==> config.mk <==
export PLATFORM = sky130hd
export DESIGN_NAME = fan_supervisor
export DESIGN_NICKNAME = d
export VERILOG_FILES = /design/src/rtl/fan_sup_pkg.sv /design/src/rtl/fan_sense_edge.sv /design/src/rtl/fan_blank.sv /design/src/rtl/fan_period_timer.sv /design/src/rtl/fan_supervisor.sv
export SDC_FILE = /design/constraint.sdc
export NUM_CORES = 1
export LEC_CHECK = 0
export BUFFER_PORTS_ARGS = -buffer_cell sky130_fd_sc_hd__buf_4
export CAP_MARGIN = 25
export CELL_PAD_IN_SITES_DETAIL_PLACEMENT = 1
export CELL_PAD_IN_SITES_GLOBAL_PLACEMENT = 2
export CORE_ASPECT_RATIO = 1.4
export CORE_UTILIZATION = 38
export DETAILED_ROUTE_END_ITERATION = 8
export PLACE_DENSITY_LB_ADDON = 0.05
export SLEW_MARGIN = 10
export SYNTH_ARGS = -nofsm -noshare
export SYNTH_HDL_FRONTEND = slang
export SYNTH_SLANG_ARGS = --single-unit
==> constraint.sdc <==
create_clock -name clk -period 3.8 [get_ports clk]
set_clock_uncertainty 0.05 [all_clocks]
set_input_delay 0.38 -clock clk [delete_from_list [all_inputs] [get_ports clk]]
set_output_delay 0.38 -clock clk [all_outputs]
set_load 0.01 [all_outputs]
==> src/rtl/fan_sup_pkg.sv <==
package fan_sup_pkg;

  typedef enum logic [2:0] {
    ST_RESET_IDLE = 3'd0,
    ST_STARTUP1   = 3'd1,
    ST_STARTUP2   = 3'd2,
    ST_NORMAL     = 3'd3,
    ST_DIAG       = 3'd4,
    ST_RESTART    = 3'd5,
    ST_FAULT      = 3'd6,
    ST_SHUTDOWN   = 3'd7
  } fan_state_e;

  function automatic logic state_forces(fan_state_e s);
    return (s == ST_STARTUP1) || (s == ST_STARTUP2) ||
           (s == ST_DIAG) || (s == ST_RESTART);
  endfunction

  function automatic logic state_drives(fan_state_e s);
    return state_forces(s) || (s == ST_NORMAL);
  endfunction

endpackage

==> src/rtl/fan_sense_edge.sv <==
module fan_sense_edge #(
  parameter int SYNC_STAGES = 2
) (
  input  logic clk,
  input  logic rst,
  input  logic sense_async,
  output logic rise
);
  // pipe[SYNC_STAGES-1] is the synchronised level, pipe[SYNC_STAGES] its previous value
  logic [SYNC_STAGES:0] pipe;

  always_ff @(posedge clk) begin
    if (rst) pipe <= '0;
    else     pipe <= {pipe[SYNC_STAGES-1:0], sense_async};
  end

  assign rise = pipe[SYNC_STAGES-1] & ~pipe[SYNC_STAGES];
endmodule

==> src/rtl/fan_blank.sv <==
module fan_blank #(
  parameter int BLANK_CLKS = 4
) (
  input  logic clk,
  input  logic rst,
  input  logic strobe,
  output logic blank
);
  localparam int BW = $clog2(BLANK_CLKS + 1);
  logic [BW-1:0] left_q;

  always_ff @(posedge clk) begin
    if (rst)                left_q <= '0;
    else if (strobe)        left_q <= BW'(BLANK_CLKS);
    else if (left_q != '0)  left_q <= left_q - 1'b1;
  end

  assign blank = strobe | (left_q != '0);
endmodule

==> src/rtl/fan_period_timer.sv <==
module fan_period_timer #(
  parameter int MAX_PERIODS = 32,
  localparam int TW = $clog2(MAX_PERIODS + 1)
) (
  input  logic          clk,
  input  logic          rst,
  input  logic          clear,
  input  logic          tick,
  input  logic [TW-1:0] limit,
  output logic          done
);
  logic [TW-1:0] cnt_q;

  always_ff @(posedge clk) begin
    if (rst || clear) cnt_q <= '0;
    else if (tick)    cnt_q <= cnt_q + 1'b1;
  end

  // the limit-th tick since the last clear ends the window
  assign done = tick && (cnt_q == limit - 1'b1);
endmodule

==> src/rtl/fan_supervisor.sv <==
module fan_supervisor
  import fan_sup_pkg::*;
#(
  parameter int STARTUP_PERIODS = 32,
  parameter int MISS_PERIODS    = 32,
  parameter int DIAG_PERIODS    = 3,
  parameter int BLANK_CLKS      = 4,
  parameter int SYNC_STAGES     = 2
) (
  input  logic clk,
  input  logic rst,
  input  logic sense_in,
  input  logic period_tick,
  input  logic pwm_on_strobe,
  input  logic over_temp,
  input  logic shutdown_req,
  output logic force_on,
  output logic pwm_enable,
  output logic fault_n
);
  localparam int MAX_A = (STARTUP_PERIODS > MISS_PERIODS) ? STARTUP_PERIODS : MISS_PERIODS;
  localparam int MAX_P = (MAX_A > DIAG_PERIODS) ? MAX_A : DIAG_PERIODS;
  localparam int TW    = $clog2(MAX_P + 1);

  fan_state_e state_q, state_d;
  logic       rise, blank, pulse_ok, win_done, cnt_clear;
  logic [TW-1:0] limit;

  fan_sense_edge #(.SYNC_STAGES(SYNC_STAGES)) u_edge (
    .clk(clk), .rst(rst), .sense_async(sense_in), .rise(rise));

  fan_blank #(.BLANK_CLKS(BLANK_CLKS)) u_blank (
    .clk(clk), .rst(rst), .strobe(pwm_on_strobe), .blank(blank));

  assign pulse_ok = rise & ~blank;

  always_comb begin
    case (state_q)
      ST_NORMAL: limit = TW'(MISS_PERIODS);
      ST_DIAG:   limit = TW'(DIAG_PERIODS);
      default:   limit = TW'(STARTUP_PERIODS);
    endcase
  end

  fan_period_timer #(.MAX_PERIODS(MAX_P)) u_timer (
    .clk(clk), .rst(rst), .clear(cnt_clear), .tick(period_tick),
    .limit(limit), .done(win_done));

  always_comb begin
    state_d = state_q;
    if (shutdown_req) begin
      state_d = ST_SHUTDOWN;
    end else begin
      case (state_q)
        ST_RESET_IDLE, ST_SHUTDOWN: state_d = ST_STARTUP1;
        ST_STARTUP1: if (pulse_ok) state_d = ST_NORMAL;
                     else if (win_done) state_d = ST_STARTUP2;
        ST_STARTUP2: if (pulse_ok) state_d = ST_NORMAL;
                     else if (win_done) state_d = ST_FAULT;
        ST_NORMAL:   if (!pulse_ok && win_done) state_d = ST_DIAG;
        ST_DIAG:     if (pulse_ok) state_d = ST_NORMAL;
                     else if (win_done) state_d = ST_RESTART;
        ST_RESTART:  if (pulse_ok) state_d = ST_NORMAL;
                     else if (win_done) state_d = ST_FAULT;
        ST_FAULT:    state_d = ST_FAULT;
        default:     state_d = ST_RESET_IDLE;
      endcase
    end
  end

  assign cnt_clear = (state_d != state_q) || ((state_q == ST_NORMAL) && pulse_ok);

  always_ff @(posedge clk) begin
    if (rst) begin
      state_q    <= ST_RESET_IDLE;
      force_on   <= 1'b0;
      pwm_enable <= 1'b0;
      fault_n    <= 1'b1;
    end else begin
      state_q    <= state_d;
      force_on   <= state_forces(state_d);
      pwm_enable <= state_drives(state_d);
      fault_n    <= !((state_d == ST_FAULT) || ((state_d == ST_NORMAL) && over_temp));
    end
  end
endmodule

### Word-level counts from Yosys, hierarchy flattened

Index checks and enable logic that the tools add are counted.

* add/sub/neg operators: 3
* equality and inequality tests: 15
* muxes and demuxes: 12
* bitwise operators: 5
* reductions and logical operators: 19

Operators by type and width (count)
* 3-bit 2-to-1 mux: 10
* 3-bit == test, second input constant: 7
* 3-bit case mux with 6 select lines: 1
* 3-bit by 2-bit == test with 1-bit output, second input constant: 4
* 1-bit logical OR: 7
* 6-bit by 1-bit adder with 6-bit output, second input constant: 1
* 3-bit by 1-bit == test with 1-bit output, second input constant: 2
* 6-bit == test: 1
* 6-bit 2-to-1 mux: 1
* 2-bit OR reduction: 3
* 6-bit by 1-bit subtractor with 6-bit output, second input constant: 1
* 1-bit logical AND: 4
* 3-bit zero test: 1
* 3-bit inequality test: 1
* 3-bit nonzero test: 1
* 3-bit by 1-bit subtractor with 3-bit output, second input constant: 1
* 1-bit AND: 2
* 1-bit zero test: 2
* 1-bit NOT: 2
* 2-bit nonzero test: 1
* 1-bit OR: 1

* bits in registers: 18
* output and inout port bits: 3
* logic and storage cells: 62

### Depth between registers and ports, before layout

Gate-level depths: netlist (run 1).

* depth in word-level cells: 14
* mapped depth: 10
* depth with buffers taken out: 9

### Modules after synthesis

Synthesis (run 1) repeated with hierarchy kept, for this count alone.

* cells, all modules: 121
* area total of the unflattened synthesis: 1026.0 sq um

Modules (own cells, without submodules)
* fan_period_timer: times used 1, cells an instance 46, area an instance 397.9 sq um
* fan_supervisor: times used 1, cells an instance 50, area an instance 370.4 sq um
* fan_blank: times used 1, cells an instance 18, area an instance 170.2 sq um
* fan_sense_edge: times used 1, cells an instance 7, area an instance 87.6 sq um

### Worst setup path before layout (run 1)

OpenSTA, ideal clock, no wires.

* path kind: register -> register
* start: reg u_blank.left_q[0]
* end: reg u_timer.cnt_q[5]
* library setup time: 70 ps
* arrival: 2037 ps
* setup slack: 1643 ps
* cell stages (with the launch flop): 10
* path through: dfxtp_1 > inv_1 > ha_1 > ha_1 > nand2_1 > nor3_4 > o311ai_2 > or3_1 > a211oi_2 > a21boi_1

* longest elaborated chain between the ends: 12
* elaborated cells between the ends (all ways): 16
* those cells by class: 1 x eq/ne; 6 x mux; 3 x bitwise; 6 x reduce/logical

RTL lines
* start: declaration: line fan_blank.sv:10 `logic [BW-1:0] left_q;`
* start signal: assignment: line fan_blank.sv:14 `else if (strobe) left_q <= BW'(BLANK_CLKS);`
* start signal: assignment: line fan_blank.sv:15 `else if (left_q != '0) left_q <= left_q - 1'b1;`
* 3-bit nonzero test *: line fan_blank.sv:18 `assign blank = strobe | (left_q != '0);`
* 1-bit OR *: line fan_blank.sv:18
* 1-bit NOT *: line fan_supervisor.sv:35 `assign pulse_ok = rise & ~blank;`
* 1-bit AND *: line fan_supervisor.sv:35
* 1-bit zero test: line fan_supervisor.sv:60 `ST_NORMAL: if (!pulse_ok && win_done) state_d = ST_DIAG;`
* 1-bit logical AND: line fan_supervisor.sv:60
* 3-bit 2-to-1 mux: line fan_supervisor.sv:60
* 3-bit case mux with 6 select lines: line fan_supervisor.sv:54 `case (state_q)`
* 3-bit 2-to-1 mux: line fan_supervisor.sv:51 `if (shutdown_req) begin`
* 3-bit inequality test: line fan_supervisor.sv:71 `assign cnt_clear = (state_d != state_q) || ((state_q == ST_NORMAL) && pulse_ok);`
* 1-bit logical OR *: line fan_supervisor.sv:71
* 1-bit logical OR *: line fan_period_timer.sv:15 `if (rst || clear) cnt_q <= '0;`
* end signal: assignment: line fan_period_timer.sv:16 `else if (tick) cnt_q <= cnt_q + 1'b1;`
* end: declaration: line fan_period_timer.sv:12 `logic [TW-1:0] cnt_q;`

Every way passes the cells marked *; elsewhere a longest branch is shown, timed or not.
A chain may end at the register's enable or synchronous reset.

### Worst setup path after layout (run 1)

Same ends and word-level chain as after synthesis.

==> results.yml, run 1 <==
worst_hold_path:
  hold_class: "in2reg"
logic_synthesis:
  synth_top_area_cell: "dfxtp_1"
  synth-seq-cells: 18
  synthCells: 118
  synth_top_area_frac: 0.335
  avgSynthCellArea_um2: 9.12
  ys_seq_area_frac: 0.335
  synth_cell_types: 49
  ys.flop_type: "dfxtp_1"
  netlist_area_um2: 1080
  async_reset_ff_frac: 0
  synth_area_leaders: "dfxtp_1 (33%), ha_1 (4.7%), o311ai_2 (3.0%)"
  synth-edff-count: 0
  synth.net_count: 129
  yosys_warnings: 0
grt:
  track_usage: 0.201
  grt_max_degree: 15
  globalRouteOverflowTotal: 0
  met3_usage: 0.0251
  grt_pass1_wl_mm: 4.40
  grt_pass1_vias: 897
  use_met1: 0.242
  grt.met2_usage: 0.335
  antenna_found_initial: 0
  grt-busiest-layer: "met2"
layout:
  seqCellArea_um2: 360
  num-fill-cells: 342
  fin_area_um2: 1170
  diodes: 0
  layout_common_cells: "dfxtp_1 (18), buf_4 (9), nor2_1 (8), inv_1 (7)"
  layout_commonest_cell: "dfxtp_1"
  areaGrowthSynthToFinish_pct: 8.49
  multi_input_area_um2: 642
  nets: 136
  final_core_util: 0.442
  drive_above_1_share: 0.195
floorplanning:
  dieHeight_um: 65.0
  design.die.area_um2: 3050
  row_count: 22
  start_util: 0.407
  pin_count: 10
  design.core.area_um2: 2640
  die_w_um: 47.0
clock_network:
  ctsResizeCount: 0
  cts_hold_buf: 0
  clkSinkCount: 18
  clkTransAtPathRegs_ns: 0.09
  cts_tree: "done"
  cts_buffers: 3
  clockRootBuffer: "clkbuf_4"
  insertion_delay_ns: 0.30
  cts_setup_buffers: 0
  clockBufferDepth: 2
  cts_max_level: 1
place:
  placed_area_um2: 1140
  post-dp-hpwl_mm: 1.84
  pre_cts_ws_ns: 1.16
  io_buffers: 9
  gp_congestion: 0.887
sta:
  fin_crit_sh: 0.697
  finalSetupTns_ns: 0
  clock.fmax_ghz: 0.377
  worst_pin_slew_ns: 0.519
  layout_min_cycle_time_ns: 2.65
  max_slew_margin: 0.653
  setup_ws_ns: 1.15
  slew_viol_final: 0
  hold_ws_ns: 0.247
  setup_viol_count_final: 0
  finalHoldViolations: 0
  grt_setup_unrepaired: "no"
flow_run:
  drv_cap: 0
route:
  avgRoutedWirePerCell_um: 15.3
  drtAntennaViolNets: 0
  drtIter0Drc: 17
  totalWireLength_mm: 2.43
  drt-vias-per-instance: 5.50
  drcViolationCount: 0
  vias: 875
  first_pass_iters: 4
critical_path:
  required_ns: 3.98
  crit_type: "reg2reg"
  cp-end-kind: "flip-flop"
  arrival_ns: 2.83
  start_kind: "flip-flop"
  worstPathMaxFanout: 9
power_and_ir_drop:
  p_leak_uw: 0.000454
  ir_drop_uv: 152
  powerDensity_nw_per_um2: 327
outcome:
  status: "finished clean"
## worst paths after layout
| check | start | endpoint | slack (ns) | depth (start not counted) |
|---|---|---|---|---|
| setup / recovery | u_blank.left_q[0] | u_timer.cnt_q[5] | 1.15 | 9 |
| hold / removal | sense_in | u_edge.pipe[0] | 0.25 | 2 |
| setup reg to reg | u_blank.left_q[0] | u_timer.cnt_q[5] | 1.15 | 9 |
| hold reg to reg | u_edge.pipe[0] | u_edge.pipe[1] | 0.40 | 1 |
## power breakdown
part           switching (µW)  leakage, µW  total (µW)  internal, µW
sequential               13.0     0.000148         211           198
combinational            41.1     0.000292        74.6          33.5
clock                    58.6    0.0000138        95.5          36.9
total                     113     0.000454         381           268
## per-stage QoR
step                      power (µW)  std cells
after floorplan                  269        118
after global placement           289        156
after detailed placement         290        156
after CTS                        385        159
after global routing             409        159
final                            381        159
## flip-flops by register name, summed over array words and instances, names as in the netlist
name            flops
state_q             3
u_edge.pipe         3
fault_n             1
force_on            1
u_blank.left_q      3
u_timer.cnt_q       6
pwm_enable          1
## cell families (layout without fill, tap and decap cells)
family                     after synthesis  in the layout  share of synthesized area
and+or+nand+nor                         44             44                      0.262
adders and majority gates                4              4                     0.0465
muxes                                    3              3                     0.0360
xor gates and xnor gates                 5              5                     0.0407
DFF                                     18             18                      0.335
AOI/OAI and AO/OA                       29             29                      0.212
buffers and inverters                   15             20                     0.0686
## Yosys cell counts, types with 2 or more instances
cell type	count
nand2_1	6
xnor2_1	3
ha_1	4
buf_2	2
o221ai_1	2
buf_6	2
nor2b_1	5
nor2_1	8
o311ai_2	2
a32oi_1	2
a21oi_1	3
inv_1	7
clkbuf_1	3
and3b_1	2
nand4_1	3
and2_1	4
nor3_1	3
xor2_1	2
o21a_1	2
a211oi_1	2
dfxtp_1	18
o21ai_0	6
## critical path, stage by stage, from the launching register on
cell,delay (ns)
dfxtp_1,0.33
inv_1,0.06
ha_1,0.16
ha_1,0.29
nand4bb_1,0.37
nand4_2,0.19
o311ai_2,0.16
or3_1,0.39
a211oi_2,0.38
a21boi_1,0.19
## area by class of cell
cell class	count	share of cell area
Multi-Input combinational cell	85	0.550
Sequential cell	18	0.309
Timing Repair Buffer	9	0.0579
Tap cell	36	0.0386
Inverter	8	0.0257
Clock buffer	3	0.0193
## routing by layer
metal  wire length [µm]  part of all wire
met1               1070              0.44
met2               1250              0.51
met3                 48             0.020
met4                 59             0.024
met5                  0                 0
Note: power is estimated with default switching activity, not from simulation.
==> run 2: changes to the inputs <==
CORE_UTILIZATION = 35   (was 38)
clock period = 2.55 ns   (was 3.8 ns; I/O delays follow)
==> run 2 against run 1 <==
  * Utilization is 0.35 points lower
  * Non-clock buffer count up 7
  * Clock-buffer cell count increased by 1
  * Combinational power up 86%
  * Wire length up 14%
  * Global-route usage fell by 1.3 points
  * Sequential cell count unchanged
  * Critical path type unchanged
==> results.yml, run 2 (same netlist as run 1, synthesis figures left out) <==
outcome:
  status: "finished clean"
route:
  drtAntennaViolNets: 0
  first_pass_iters: 4
  avgRoutedWirePerCell_um: 16.5
  drt-vias-per-instance: 5.58
  drtIter0Drc: 18
  drcViolationCount: 0
  vias: 937
  totalWireLength_mm: 2.78
floorplanning:
  start_util: 0.370
  dieHeight_um: 67.6
  design.die.area_um2: 3300
  die_w_um: 48.9
  row_count: 23
  pin_count: 10
  design.core.area_um2: 2910
critical_path:
  arrival_ns: 2.51
  worstPathMaxFanout: 7
  cp-end-kind: "flip-flop"
  start_kind: "flip-flop"
  required_ns: 2.70
  crit_type: "reg2reg"
grt:
  globalRouteOverflowTotal: 0
  track_usage: 0.188
  grt_max_degree: 14
  grt_pass1_wl_mm: 4.64
  antenna_found_initial: 0
  grt_pass1_vias: 951
clock_network:
  cts_max_level: 1
  clkTransAtPathRegs_ns: 0.08
  clkSinkCount: 18
  cts_hold_buf: 0
  cts_tree: "done"
  insertion_delay_ns: 0.26
  clockBufferDepth: 2
  clockRootBuffer: "clkbuf_8"
  cts_buffers: 3
place:
  post-dp-hpwl_mm: 2.11
  io_buffers: 9
  place_inst: 163
  gp_congestion: 0.751
sta:
  finalHoldViolations: 0
  fin_crit_sh: 0.924
  setup_viol_count_final: 0
  finalSetupTns_ns: 0
  clock.fmax_ghz: 0.424
  layout_min_cycle_time_ns: 2.36
  worst_pin_slew_ns: 0.398
  max_slew_margin: 0.735
  grt_setup_unrepaired: "no"
  slew_viol_final: 0
power_and_ir_drop:
  powerDensity_nw_per_um2: 540
  p_leak_uw: 0.000505
  ir_drop_uv: 300
layout:
  nets: 143
  layout_commonest_cell: "dfxtp_1"
  drive_above_1_share: 0.252
  largest_reg_flops: 6
  areaGrowthSynthToFinish_pct: 18.4
  regMostFlops: "u_timer.cnt_q"
  layout_common_cells: "dfxtp_1 (18), buf_4 (16), nor2_1 (8), inv_1 (7)"
  fin_cells: 168
  diodes: 0
flow_run:
  drv_cap: 0
worst_hold_path:
  hold_class: "in2reg"
-- run 2: path summary, 6_finish.rpt --
check                    start                to  slack (ns)  depth (start not counted)
max          u_blank.left_q[0]  u_timer.cnt_q[5]        0.19                          9
min                   sense_in    u_edge.pipe[0]        0.16                          2
max reg2reg  u_blank.left_q[0]  u_timer.cnt_q[5]        0.19                          9
min reg2reg     u_edge.pipe[0]    u_edge.pipe[1]        0.40                          1
-- run 2: area by class of cell --
| class | instances | area, µm² |
|---|---|---|
| fillers | 364 | 1630 |
| flip-flops and latches | 18 | 360 |
| multi-input cells | 85 | 662 |
| well taps | 37 | 46.3 |
| repair buffers | 16 | 120 |
| clock buffers | 4 | 55.1 |
| inverters | 8 | 30.0 |
-- run 2: per-layer routing --
layer	track usage	vias up	routed length [µm]
met5	0	-	0
met4	0.107	0	102
met3	0.0225	10	77
met2	0.363	23	1520
met1	0.198	452	1080
li1	-	452	-
-- run 2: repair_timing --
item | 4_1_cts | 5_1_grt
setup endpoints to repair | 1 | 7
resized for setup | 1 | 2
buffers inserted | 0 | 1
pin swaps | 0 | 2
-- run 2: per-stage QoR --
step                hold WS (ns)  instance area [µm²]  power (µW)   util  setup WS (ns)
floorplan                  0.284                 1080         401      -          0.393
global placement           0.366                 1190         440  0.410         0.0887
detailed placement         0.384                 1190         442  0.410         0.0318
CTS                        0.159                 1250         691  0.431         0.0154
global route               0.171                 1270         718  0.438         0.0577
finish                     0.157                 1270         687  0.438          0.193
-- run 2: power by group --
part	switching, µW	internal, µW
clock network	105	137
registers	10.9	295
logic	77.4	61.7
total	193	494
-- run 2: critical path: stages (launching register included) --
cell	delay [ns]
dfxtp_1	0.32
inv_1	0.07
ha_1	0.21
ha_4	0.19
nand2_1	0.09
nor3_4	0.26
o311ai_2	0.16
or3_1	0.43
a211oi_4	0.32
a21boi_1	0.19
==> run 3: changes to the inputs <==
REMOVE_ABC_BUFFERS = 1   (was not set)
==> run 3 against run 2 <==
  * Utilization decreased by 0.47 points
  * Critical path depth stayed put
  * Final cell count is 2.4% lower
  * Clock power down 2%
  * Setup slack worse by 0.035 ns
  * Sequential cell count unchanged
  * Sequential share of layout area grew 0.31 points
  * Clock-buffer cell count unchanged
  * Worst hold slack gained 0.013 ns
  * Largest power group unchanged
  * Highest routed layer unchanged
==> results.yml, run 3 (same netlist as run 1, synthesis figures left out) <==
sta:
  hold_ws_ns: 0.171
  clock.fmax_ghz: 0.418
  worst_pin_slew_ns: 0.357
  max_slew_margin: 0.760
  finalSetupTns_ns: 0
  layout_min_cycle_time_ns: 2.39
  fin_crit_sh: 0.938
  setup_viol_count_final: 0
  slew_viol_final: 0
  finalHoldViolations: 0
power_and_ir_drop:
  powerDensity_nw_per_um2: 541
  p_leak_uw: 0.000486
  ir_drop_uv: 234
clock_network:
  cts_setup_buffers: 0
  cts_buffers: 3
  clockRootBuffer: "clkbuf_8"
  cts_hold_buf: 0
  insertion_delay_ns: 0.26
  cts_tree: "done"
  cts_max_level: 1
  clkSinkCount: 18
  clockBufferDepth: 2
  clkTransAtPathRegs_ns: 0.07
place:
  gp_congestion: 0.887
  place_inst: 160
  post-dp-hpwl_mm: 1.91
  io_buffers: 9
route:
  drt-vias-per-instance: 5.61
  totalWireLength_mm: 2.57
  avgRoutedWirePerCell_um: 15.7
  drtIter0Drc: 22
  drcViolationCount: 0
  first_pass_iters: 4
  vias: 920
  drtAntennaViolNets: 0
critical_path:
  cp-end-kind: "flip-flop"
  start_kind: "flip-flop"
  required_ns: 2.69
  arrival_ns: 2.54
  crit_type: "reg2reg"
  worstPathMaxFanout: 7
layout:
  final_core_util: 0.433
  areaGrowthSynthToFinish_pct: 17.1
  regMostFlops: "u_timer.cnt_q"
  layout_common_cells: "dfxtp_1 (18), buf_4 (12), nor2_1 (8), inv_1 (7)"
  nets: 139
  fin_cells: 164
  layout_commonest_cell: "dfxtp_1"
  largest_reg_flops: 6
  drive_above_1_share: 0.236
  diodes: 0
flow_run:
  drv_cap: 0
worst_hold_path:
  hold_class: "in2reg"
floorplanning:
  dieHeight_um: 67.6
  start_util: 0.370
  row_count: 23
  die_w_um: 48.9
  design.core.area_um2: 2910
  pin_count: 10
  design.die.area_um2: 3300
grt:
  track_usage: 0.179
  antenna_found_initial: 0
  grt_pass1_vias: 914
  grt_max_degree: 13
  grt_pass1_wl_mm: 4.35
  globalRouteOverflowTotal: 0
outcome:
  status: "finished clean"
==> run 3: changes by cell type in the layout (fill, tap and decap cells not counted), sizes merged <==
cell	before	now
buf	16	12
==> run 3: critical path, cell delays in order (launching register included) <==
cell and delay, ns:
dfxtp_1 0.32, inv_1 0.06, ha_1 0.20, ha_4 0.20, nand2_1 0.10, nor3_4 0.33
o311ai_2 0.15, or3_1 0.42, a211oi_4 0.30, a21boi_1 0.19
==> run 3: worst paths after layout <==
| kind | startpoint | to | slack (ns) | cells past startpoint |
|---|---|---|---|---|
| setup / recovery | u_blank.left_q[0] | u_timer.cnt_q[5] | 0.16 | 9 |
| hold / removal | pwm_on_strobe | u_blank.left_q[1] | 0.17 | 2 |
| setup reg to reg | u_blank.left_q[0] | u_timer.cnt_q[5] | 0.16 | 9 |
| hold reg to reg | u_edge.pipe[0] | u_edge.pipe[1] | 0.40 | 1 |
==> run 3: area by class of cell <==
class | instances | area, µm²
well taps | 37 | 46.3
multi-input cells | 85 | 678
flip-flops and latches | 18 | 360
repair buffers | 12 | 90.1
fillers | 346 | 1650
inverters | 8 | 30.0
clock buffers | 4 | 55.1
==> run 3: per-stage QoR <==
stage	total power (µW)	worst slack (ns)	instance area (µm²)
3_3_place_gp	437	0.187	1170
5_1_grt	719	-0.00148	1260
4_1_cts	676	0.0810	1220
6_report	681	0.157	1260
3_5_place_dp	438	0.111	1170
2_1_floorplan	391	0.297	1030
==> run 3: per-layer routing <==
layer  track usage  routed length (µm)  up-vias
met3        0.0315                  80        6
met2         0.304                1310       21
li1              -                   -      444
met5             0                   0        -
met4         0.118                  69        0
met1         0.206                1120      449
==> run 3: power by group <==
| group | internal, µW | switching [µW] | leakage (µW) |
|---|---|---|---|
| sequential | 295 | 11.9 | 0.000148 |
| combinational | 59.8 | 77.6 | 0.000309 |
| clock | 137 | 99.3 | 0.0000288 |
==> run 3: timing repair <==
item / in CTS / in global routing
hold endpoints to repair: 0 / 0
setup endpoints to repair: 0 / 7
gates resized for setup: 0 / 4
